===== src/rtl/sgc_pkg.sv =====
package sgc_pkg;

  localparam int unsigned CLAMP_POS_W = 10;

  typedef enum logic [1:0] {
    CLP_IDLE  = 2'd0,
    CLP_WAIT  = 2'd1,
    CLP_PULSE = 2'd2
  } clp_state_e;

  typedef struct packed {
    logic                   hpol;
    logic                   vpol;
    logic                   ref_sel;
    logic                   force_black;
    logic [1:0]             blank_mode;
    logic                   blank_pol;
    logic                   clamp_dir;
    logic                   clamp_pol;
    logic [CLAMP_POS_W-1:0] clamp_pos;
  } sgc_cfg_t;

endpackage


===== src/rtl/sgc_cfg_regs.sv =====
module sgc_cfg_regs
  import sgc_pkg::*;
#(
  parameter int unsigned ADDR_W = 2,
  parameter int unsigned DATA_W = 8
) (
  input  logic              clk_i,
  input  logic              rst_ni,
  input  logic              we_i,
  input  logic [ADDR_W-1:0] addr_i,
  input  logic [DATA_W-1:0] wdata_i,
  output sgc_cfg_t          cfg_o
);

  localparam int unsigned POS_HI_W = CLAMP_POS_W - 8;

  sgc_cfg_t cfg_d, cfg_q;

  always_comb begin
    cfg_d = cfg_q;
    if (we_i) begin
      case (addr_i)
        2'd0: begin
          cfg_d.hpol        = wdata_i[0];
          cfg_d.vpol        = wdata_i[1];
          cfg_d.ref_sel     = wdata_i[2];
          cfg_d.force_black = wdata_i[3];
        end
        2'd1: begin
          cfg_d.blank_mode = wdata_i[1:0];
          cfg_d.blank_pol  = wdata_i[2];
          cfg_d.clamp_dir  = wdata_i[3];
          cfg_d.clamp_pol  = wdata_i[4];
        end
        2'd2: cfg_d.clamp_pos[7:0] = wdata_i[7:0];
        default: cfg_d.clamp_pos[CLAMP_POS_W-1:8] = wdata_i[POS_HI_W-1:0];
      endcase
    end
  end

  always_ff @(posedge clk_i or negedge rst_ni) begin
    if (!rst_ni) begin
      cfg_q            <= '0;
      cfg_q.blank_mode <= 2'b01;
    end else begin
      cfg_q <= cfg_d;
    end
  end

  assign cfg_o = cfg_q;

endmodule


===== src/rtl/sgc_sync.sv =====
module sgc_sync #(
  parameter int unsigned N = 4
) (
  input  logic         clk_i,
  input  logic         rst_ni,
  input  logic [N-1:0] raw_i,
  output logic [N-1:0] sync_o
);

  for (genvar i = 0; i < N; i++) begin : g_bit
    logic st1_q, st2_q;
    always_ff @(posedge clk_i or negedge rst_ni) begin
      if (!rst_ni) begin
        st1_q <= 1'b0;
        st2_q <= 1'b0;
      end else begin
        st1_q <= raw_i[i];
        st2_q <= st1_q;
      end
    end
    assign sync_o[i] = st2_q;
  end

endmodule


===== src/rtl/sgc_clamp_fsm.sv =====
module sgc_clamp_fsm
  import sgc_pkg::*;
#(
  parameter int unsigned POS_W   = CLAMP_POS_W,
  parameter int unsigned PULSE_W = 8
) (
  input  logic             clk_i,
  input  logic             rst_ni,
  input  logic             lead_edge_i,
  input  logic [POS_W-1:0] pos_i,
  output logic             pulse_o
);

  localparam int unsigned CNT_W = POS_W + 1;
  localparam logic [CNT_W-1:0] PULSE_LAST = CNT_W'(PULSE_W - 1);

  clp_state_e       state_d, state_q;
  logic [CNT_W-1:0] cnt_d, cnt_q;

  always_comb begin
    state_d = state_q;
    cnt_d   = cnt_q;
    if (lead_edge_i) begin
      if (pos_i == '0) begin
        state_d = CLP_PULSE;
        cnt_d   = PULSE_LAST;
      end else begin
        state_d = CLP_WAIT;
        cnt_d   = {pos_i, 1'b0} - CNT_W'(1);
      end
    end else begin
      case (state_q)
        CLP_WAIT: begin
          if (cnt_q == '0) begin
            state_d = CLP_PULSE;
            cnt_d   = PULSE_LAST;
          end else begin
            cnt_d = cnt_q - CNT_W'(1);
          end
        end
        CLP_PULSE: begin
          if (cnt_q == '0) begin
            state_d = CLP_IDLE;
          end else begin
            cnt_d = cnt_q - CNT_W'(1);
          end
        end
        default: state_d = CLP_IDLE;
      endcase
    end
  end

  always_ff @(posedge clk_i or negedge rst_ni) begin
    if (!rst_ni) begin
      state_q <= CLP_IDLE;
      cnt_q   <= '0;
    end else begin
      state_q <= state_d;
      cnt_q   <= cnt_d;
    end
  end

  assign pulse_o = (state_q == CLP_PULSE);

  a_r7_zero_pos_start: assert property (@(posedge clk_i) disable iff (!rst_ni)
    (lead_edge_i && pos_i == '0) |=> pulse_o);

  a_r8_edge_restart: assert property (@(posedge clk_i) disable iff (!rst_ni)
    lead_edge_i |=> (state_q != CLP_IDLE));

  a_r7_pulse_bounded: assert property (@(posedge clk_i) disable iff (!rst_ni)
    (state_q == CLP_PULSE) |-> (cnt_q <= PULSE_LAST));

endmodule


===== src/rtl/sync_clamp_gen.sv =====
module sync_clamp_gen
  import sgc_pkg::*;
#(
  parameter int unsigned VID_W      = 8,
  parameter logic [VID_W-1:0] BLACK_CODE = 8'h10,
  parameter int unsigned PULSE_W    = 8
) (
  input  logic             clk_i,
  input  logic             rst_ni,
  input  logic             cfg_we_i,
  input  logic [1:0]       cfg_addr_i,
  input  logic [7:0]       cfg_wdata_i,
  input  logic             hsync_i,
  input  logic             hflyback_i,
  input  logic             vsync_i,
  input  logic             clamp_pad_i,
  input  logic [VID_W-1:0] vid_i,
  output logic [VID_W-1:0] vid_o,
  output logic             blank_o,
  output logic             clamp_pad_o,
  output logic             clamp_pad_oe_o,
  output logic             clamp_active_o
);

  localparam int unsigned N_SYNC = 4;

  sgc_cfg_t          cfg;
  logic [N_SYNC-1:0] sync_s;
  logic              href_n, vs_n, ext_clamp_n, href_q, lead_edge;
  logic              blank_act, pulse;
  logic [VID_W-1:0]  vid_d, vid_q;

  sgc_cfg_regs #(.ADDR_W(2), .DATA_W(8)) u_cfg (
    .clk_i   (clk_i),
    .rst_ni  (rst_ni),
    .we_i    (cfg_we_i),
    .addr_i  (cfg_addr_i),
    .wdata_i (cfg_wdata_i),
    .cfg_o   (cfg)
  );

  sgc_sync #(.N(N_SYNC)) u_sync (
    .clk_i  (clk_i),
    .rst_ni (rst_ni),
    .raw_i  ({clamp_pad_i, vsync_i, hflyback_i, hsync_i}),
    .sync_o (sync_s)
  );

  assign href_n      = (cfg.ref_sel ? sync_s[1] : sync_s[0]) ^ cfg.hpol;
  assign vs_n        = sync_s[2] ^ cfg.vpol;
  assign ext_clamp_n = sync_s[3] ^ cfg.clamp_pol;

  always_ff @(posedge clk_i or negedge rst_ni) begin
    if (!rst_ni) href_q <= 1'b0;
    else         href_q <= href_n;
  end

  assign lead_edge = href_n & ~href_q;

  sgc_clamp_fsm #(.POS_W(CLAMP_POS_W), .PULSE_W(PULSE_W)) u_clamp (
    .clk_i       (clk_i),
    .rst_ni      (rst_ni),
    .lead_edge_i (lead_edge),
    .pos_i       (cfg.clamp_pos),
    .pulse_o     (pulse)
  );

  always_comb begin
    if (cfg.blank_mode[1])      blank_act = href_n | vs_n;
    else if (cfg.blank_mode[0]) blank_act = vs_n;
    else                        blank_act = 1'b0;
  end

  assign blank_o        = blank_act ^ cfg.blank_pol;
  assign clamp_pad_oe_o = cfg.clamp_dir;
  assign clamp_pad_o    = pulse ^ cfg.clamp_pol;
  assign clamp_active_o = cfg.clamp_dir ? pulse : ext_clamp_n;

  assign vid_d = cfg.force_black ? BLACK_CODE : vid_i;

  always_ff @(posedge clk_i or negedge rst_ni) begin
    if (!rst_ni) vid_q <= '0;
    else         vid_q <= vid_d;
  end

  assign vid_o = vid_q;

  a_r11_black_out: assert property (@(posedge clk_i) disable iff (!rst_ni)
    cfg.force_black |=> (vid_o == BLACK_CODE));

  a_r5_blank_off: assert property (@(posedge clk_i) disable iff (!rst_ni)
    (cfg.blank_mode == 2'b00) |-> (blank_o == cfg.blank_pol));

  a_r9_pad_follows_active: assert property (@(posedge clk_i) disable iff (!rst_ni)
    clamp_pad_oe_o |-> (clamp_pad_o == (clamp_active_o ^ cfg.clamp_pol)));

endmodule


===== config.mk =====
export PLATFORM = sky130hd
export DESIGN_NAME = sync_clamp_gen
export DESIGN_NICKNAME = d
export VERILOG_FILES = /design/src/rtl/sgc_pkg.sv /design/src/rtl/sgc_cfg_regs.sv /design/src/rtl/sgc_sync.sv /design/src/rtl/sgc_clamp_fsm.sv /design/src/rtl/sync_clamp_gen.sv
export SDC_FILE = /design/constraint.sdc
export NUM_CORES = 1
export LEC_CHECK = 0
export BUFFER_PORTS_ARGS = -buffer_cell sky130_fd_sc_hd__buf_4
export CAP_MARGIN = 25
export CORE_ASPECT_RATIO = 1.5
export CORE_MARGIN = 2
export CORE_UTILIZATION = 60
export DETAILED_ROUTE_END_ITERATION = 16
export PLACE_DENSITY = 0.86
export RECOVER_POWER = 100
export SYNTH_ARGS = -nofsm -noshare
export SYNTH_HDL_FRONTEND = slang
export SYNTH_SLANG_ARGS = --single-unit
export TNS_END_PERCENT = 100

===== constraint.sdc =====
create_clock -name clk_i -period 6.3 [get_ports clk_i]
set_clock_uncertainty 0.2 [all_clocks]
set_input_delay 0.315 -clock clk_i [delete_from_list [all_inputs] [get_ports clk_i]]
set_output_delay 0.315 -clock clk_i [all_outputs]
set_load 0.05 [all_outputs]

==> impl_metrics.py <==
metrics = {
    "status": {
        "status": "finished with violations",
        "violations": "capacitance limit, slew limit",
    },
    "drt": {
        "avgRoutedWirePerCell_um": 17.04,
        "first_iter_violations": 43,
        "dr.pass1.iters": 4,
        "final_antenna_net_count": 0,
        "drt_wl_total_um": 4907,
        "vias": 1722,
        "drc": 0,
        "avgViaCountPerCell": 5.979,
    },
    "timing": {
        "relSlewSlack_pct": -73.44,
        "finalWorstSetupSlack_ns": 3.274,
        "hold_viol": 0,
        "final-max-slew-violation-count": 50,
        "fin_crit_sh_pct": 48.03,
        "final.setup.tns_ns": 0,
        "worst_pin_slew_ns": 2.602,
        "setup_viol": 0,
        "rsz0062_at_grt": "no",
        "period_needed_ns": 3.026,
        "fmax_mhz": 330.4,
    },
    "place": {
        "gp_congestion": 0.8754,
        "pre_cts_ws_ns": 3.830,
        "placed_area_mm2": 0.002616,
        "hpwlAfterDp_um": 3374,
        "io_buffers": 36,
    },
    "final_layout": {
        "area_growth_pct": 15.73,
        "final_core_util_pct": 73.10,
        "fin_area_mm2": 0.002716,
        "fill_cells": 270,
        "drive_above_1_share_pct": 24.49,
        "insertedDiodeCount": 0,
        "nets": 272,
    },
    "critical_path": {
        "critPathRequiredTime_ns": 5.97,
        "crit_fanout": 49,
        "end_kind": "async pin",
        "crit_family": "buffers and inverters",
        "crit_path_max_incr_delay_ns": 1.84,
        "cp-start-kind": "input pin",
        "worstPathCellList": "dlygate4sd3_1 > clkbuf_1",
        "crit_type": "input pin to async pin",
        "cpMaxStageDelayCell": "clkbuf_1",
        "cp_num_buf_inv": 2,
        "critPathArrivalTime_ns": 2.70,
    },
    "floorplan": {
        "core_area_mm2": 0.003716,
        "fp.dieH_um": 80.61,
        "dieArea_mm2": 0.004439,
        "fp.dieW_um": 55.07,
        "start_util_pct": 63.16,
        "ios": 37,
        "rows": 27,
    },
    "synthesis": {
        "netlist_instances": 200,
        "ys_ff_latch": 49,
        "syn_area_per_cell_um2": 11.74,
        "ys_seq_area_share_pct": 52.29,
        "yosysTopAreaCell": "dfrtp_1",
        "ys_async_sr_fraction_pct": 100.0,
        "syn-cell-area_mm2": 0.002347,
        "yosys-top-cells-area": "dfrtp_1 51%, mux2_2 9.1%, nor2_1 2.7%, xor2_1 2.2%, nor2b_1 2.1%",
        "yosysUniqueCellTypes": 53,
        "synth-main-ff-cell": "dfrtp_1",
        "ys_warn_count": 0,
        "synth_edf_count": 0,
        "synth_nets": 228,
        "yosys.area.top_type_share_pct": 51.17,
    },
    "global_routing": {
        "grt_pass1_vias": 1743,
        "grt_first_pass_wirelength_um": 8217,
        "grt_overflow": 0,
        "grt_util_all_layers_pct": 26.13,
        "grt_antenna_before_repair": 0,
        "grt_start_max_net_pins": 50,
    },
    "run": {
        "max_cap_viol_count": 1,
    },
    "clocking": {
        "cts.path.max_buffers": 2,
        "cts_sinks": 49,
        "clk_latency_ns": 0.31,
        "cts_tree": "built",
        "cts-root-buf": "clkbuf_8",
        "ctsResizeCount": 0,
        "cts_buffers": 5,
        "clk_pin_slew_ns": 0.09,
        "htreeDepth": 2,
    },
    "hold_path": {
        "hold_class": "input pin to flip-flop",
    },
    "power": {
        "finalPower_mw": 1.040,
        "ir_drop_uv": 331.8,
        "power.leakage_nw": 1.185,
        "power_density_mw_per_mm2": 382.7,
    },
}
## kinds of logic after synthesis
logic type      share of synthesized area (%)
compound gates                          11.78
buf+inv                                 2.985
fa+ha+maj                               1.599
mux                                     11.57
simple gates                            16.42
flops                                   52.29
xor+xnor                                3.358
## registers in the layout, summed over array words and instances (netlist names)
name / flops
href_q: 1
vid_o: 8
u_cfg.cfg_o: 19
u_sync.g_bit.st1_q: 4
u_clamp.state_q: 2
u_clamp.cnt_q: 11
u_sync.g_bit.st2_q: 4
## stage by stage
stage	std cells	hold WS [ns]
floorplan	200	-0.1806
global placement	274	0.1325
detailed placement	274	0.1347
CTS	288	0.02058
global route	288	0.01725
finish	288	0.02794
## worst paths after layout
| path | from | endpoint | slack (ns) | depth (start not counted) |
|---|---|---|---|---|
| max in group clk_i | u_cfg.cfg_o[16]$_DFFE_PN0P_ | u_clamp.cnt_q[7]$_DFFE_PN0P_ | 3.40 | 5 |
| min in group asynchronous | rst_ni | u_clamp.state_q[0]$_DFFE_PN0P_ | 1.16 | 2 |
| worst max register to register | u_cfg.cfg_o[16]$_DFFE_PN0P_ | u_clamp.cnt_q[7]$_DFFE_PN0P_ | 3.40 | 5 |
| worst max-delay path | rst_ni | href_q$_DFF_PN0_ | 3.27 | 2 |
| worst min register to register | u_sync.g_bit[0].st1_q$_DFF_PN0_ | u_sync.g_bit[0].st2_q$_DFF_PN0_ | 0.16 | 0 |
| worst min-delay path | vid_i[0] | vid_o[0]$_DFF_PN0_ | 0.03 | 2 |
## layout by cell type (no fill, tap or decap), types with 3 or more instances in the layout
cell / synthesis / routed
mux2i_1: 3 / 5
a21oi_1: 7 / 7
nor4_1: 4 / 4
mux2_2: 19 / 19
clkbuf_1: 0 / 14
nand2_1: 9 / 9
buf_4: 0 / 17
nand3_1: 4 / 4
ha_1: 3 / 3
a22o_1: 5 / 5
xnor2_1: 3 / 3
nor3_1: 6 / 6
nor2_1: 17 / 17
nor3b_1: 3 / 3
inv_1: 4 / 4
xor2_1: 6 / 6
clkbuf_4: 0 / 5
dlygate4sd3_1: 0 / 6
o21ai_0: 6 / 6
dfrtp_1: 48 / 48
clkbuf_8: 2 / 6
o22ai_1: 3 / 3
nor2b_1: 8 / 8
## synth_stat cells (3+ instances only)
cell,count
a22o_1,5
o21ai_0,6
ha_1,3
nand2_1,9
xor2_1,6
mux2i_1,3
inv_1,4
nor2b_1,8
nor4_1,4
nor3_1,6
mux2_2,19
nor2_1,17
nor3b_1,3
xnor2_1,3
dfrtp_1,48
o22ai_1,3
nand3_1,4
a21oi_1,7
## area by class of cell
class	count	area, um^2	share of cell area [%]
tap	43	53.80	1.981
timing repair buffer	42	277.8	10.23
clock buffer	6	82.58	3.040
inverter	4	15.01	0.5527
clock inverter	2	17.52	0.6449
multi-input combinational	142	1042	38.37
sequential	49	1227	45.19
## per-layer routing
layer / GRT usage, % / up-vias / part of all wire, %
li1: - / 820 / -
met1: 33.12 / 838 / 40
met2: 42.14 / 48 / 54
met3: 5.019 / 16 / 3.3
met4: 11.71 / 0 / 3.1
met5: 0 / - / 0
## report_power, final
part	total, mW	switching, mW	internal [mW]	leakage [nW]
clock network	0.200	0.109	0.0912	0.0518
logic	0.370	0.227	0.143	0.548
registers	0.470	0.0815	0.389	0.585
total	1.04	0.417	0.623	1.18
## timing repair
action | 4_1_cts | 5_1_grt
hold buffers | 6 | 0
endpoints found under the setup margin | 0 | 0
buffers inserted | 0 | 0
endpoints found under the hold margin | 53 | 0
Note: power is estimated with default switching activity, not from simulation.
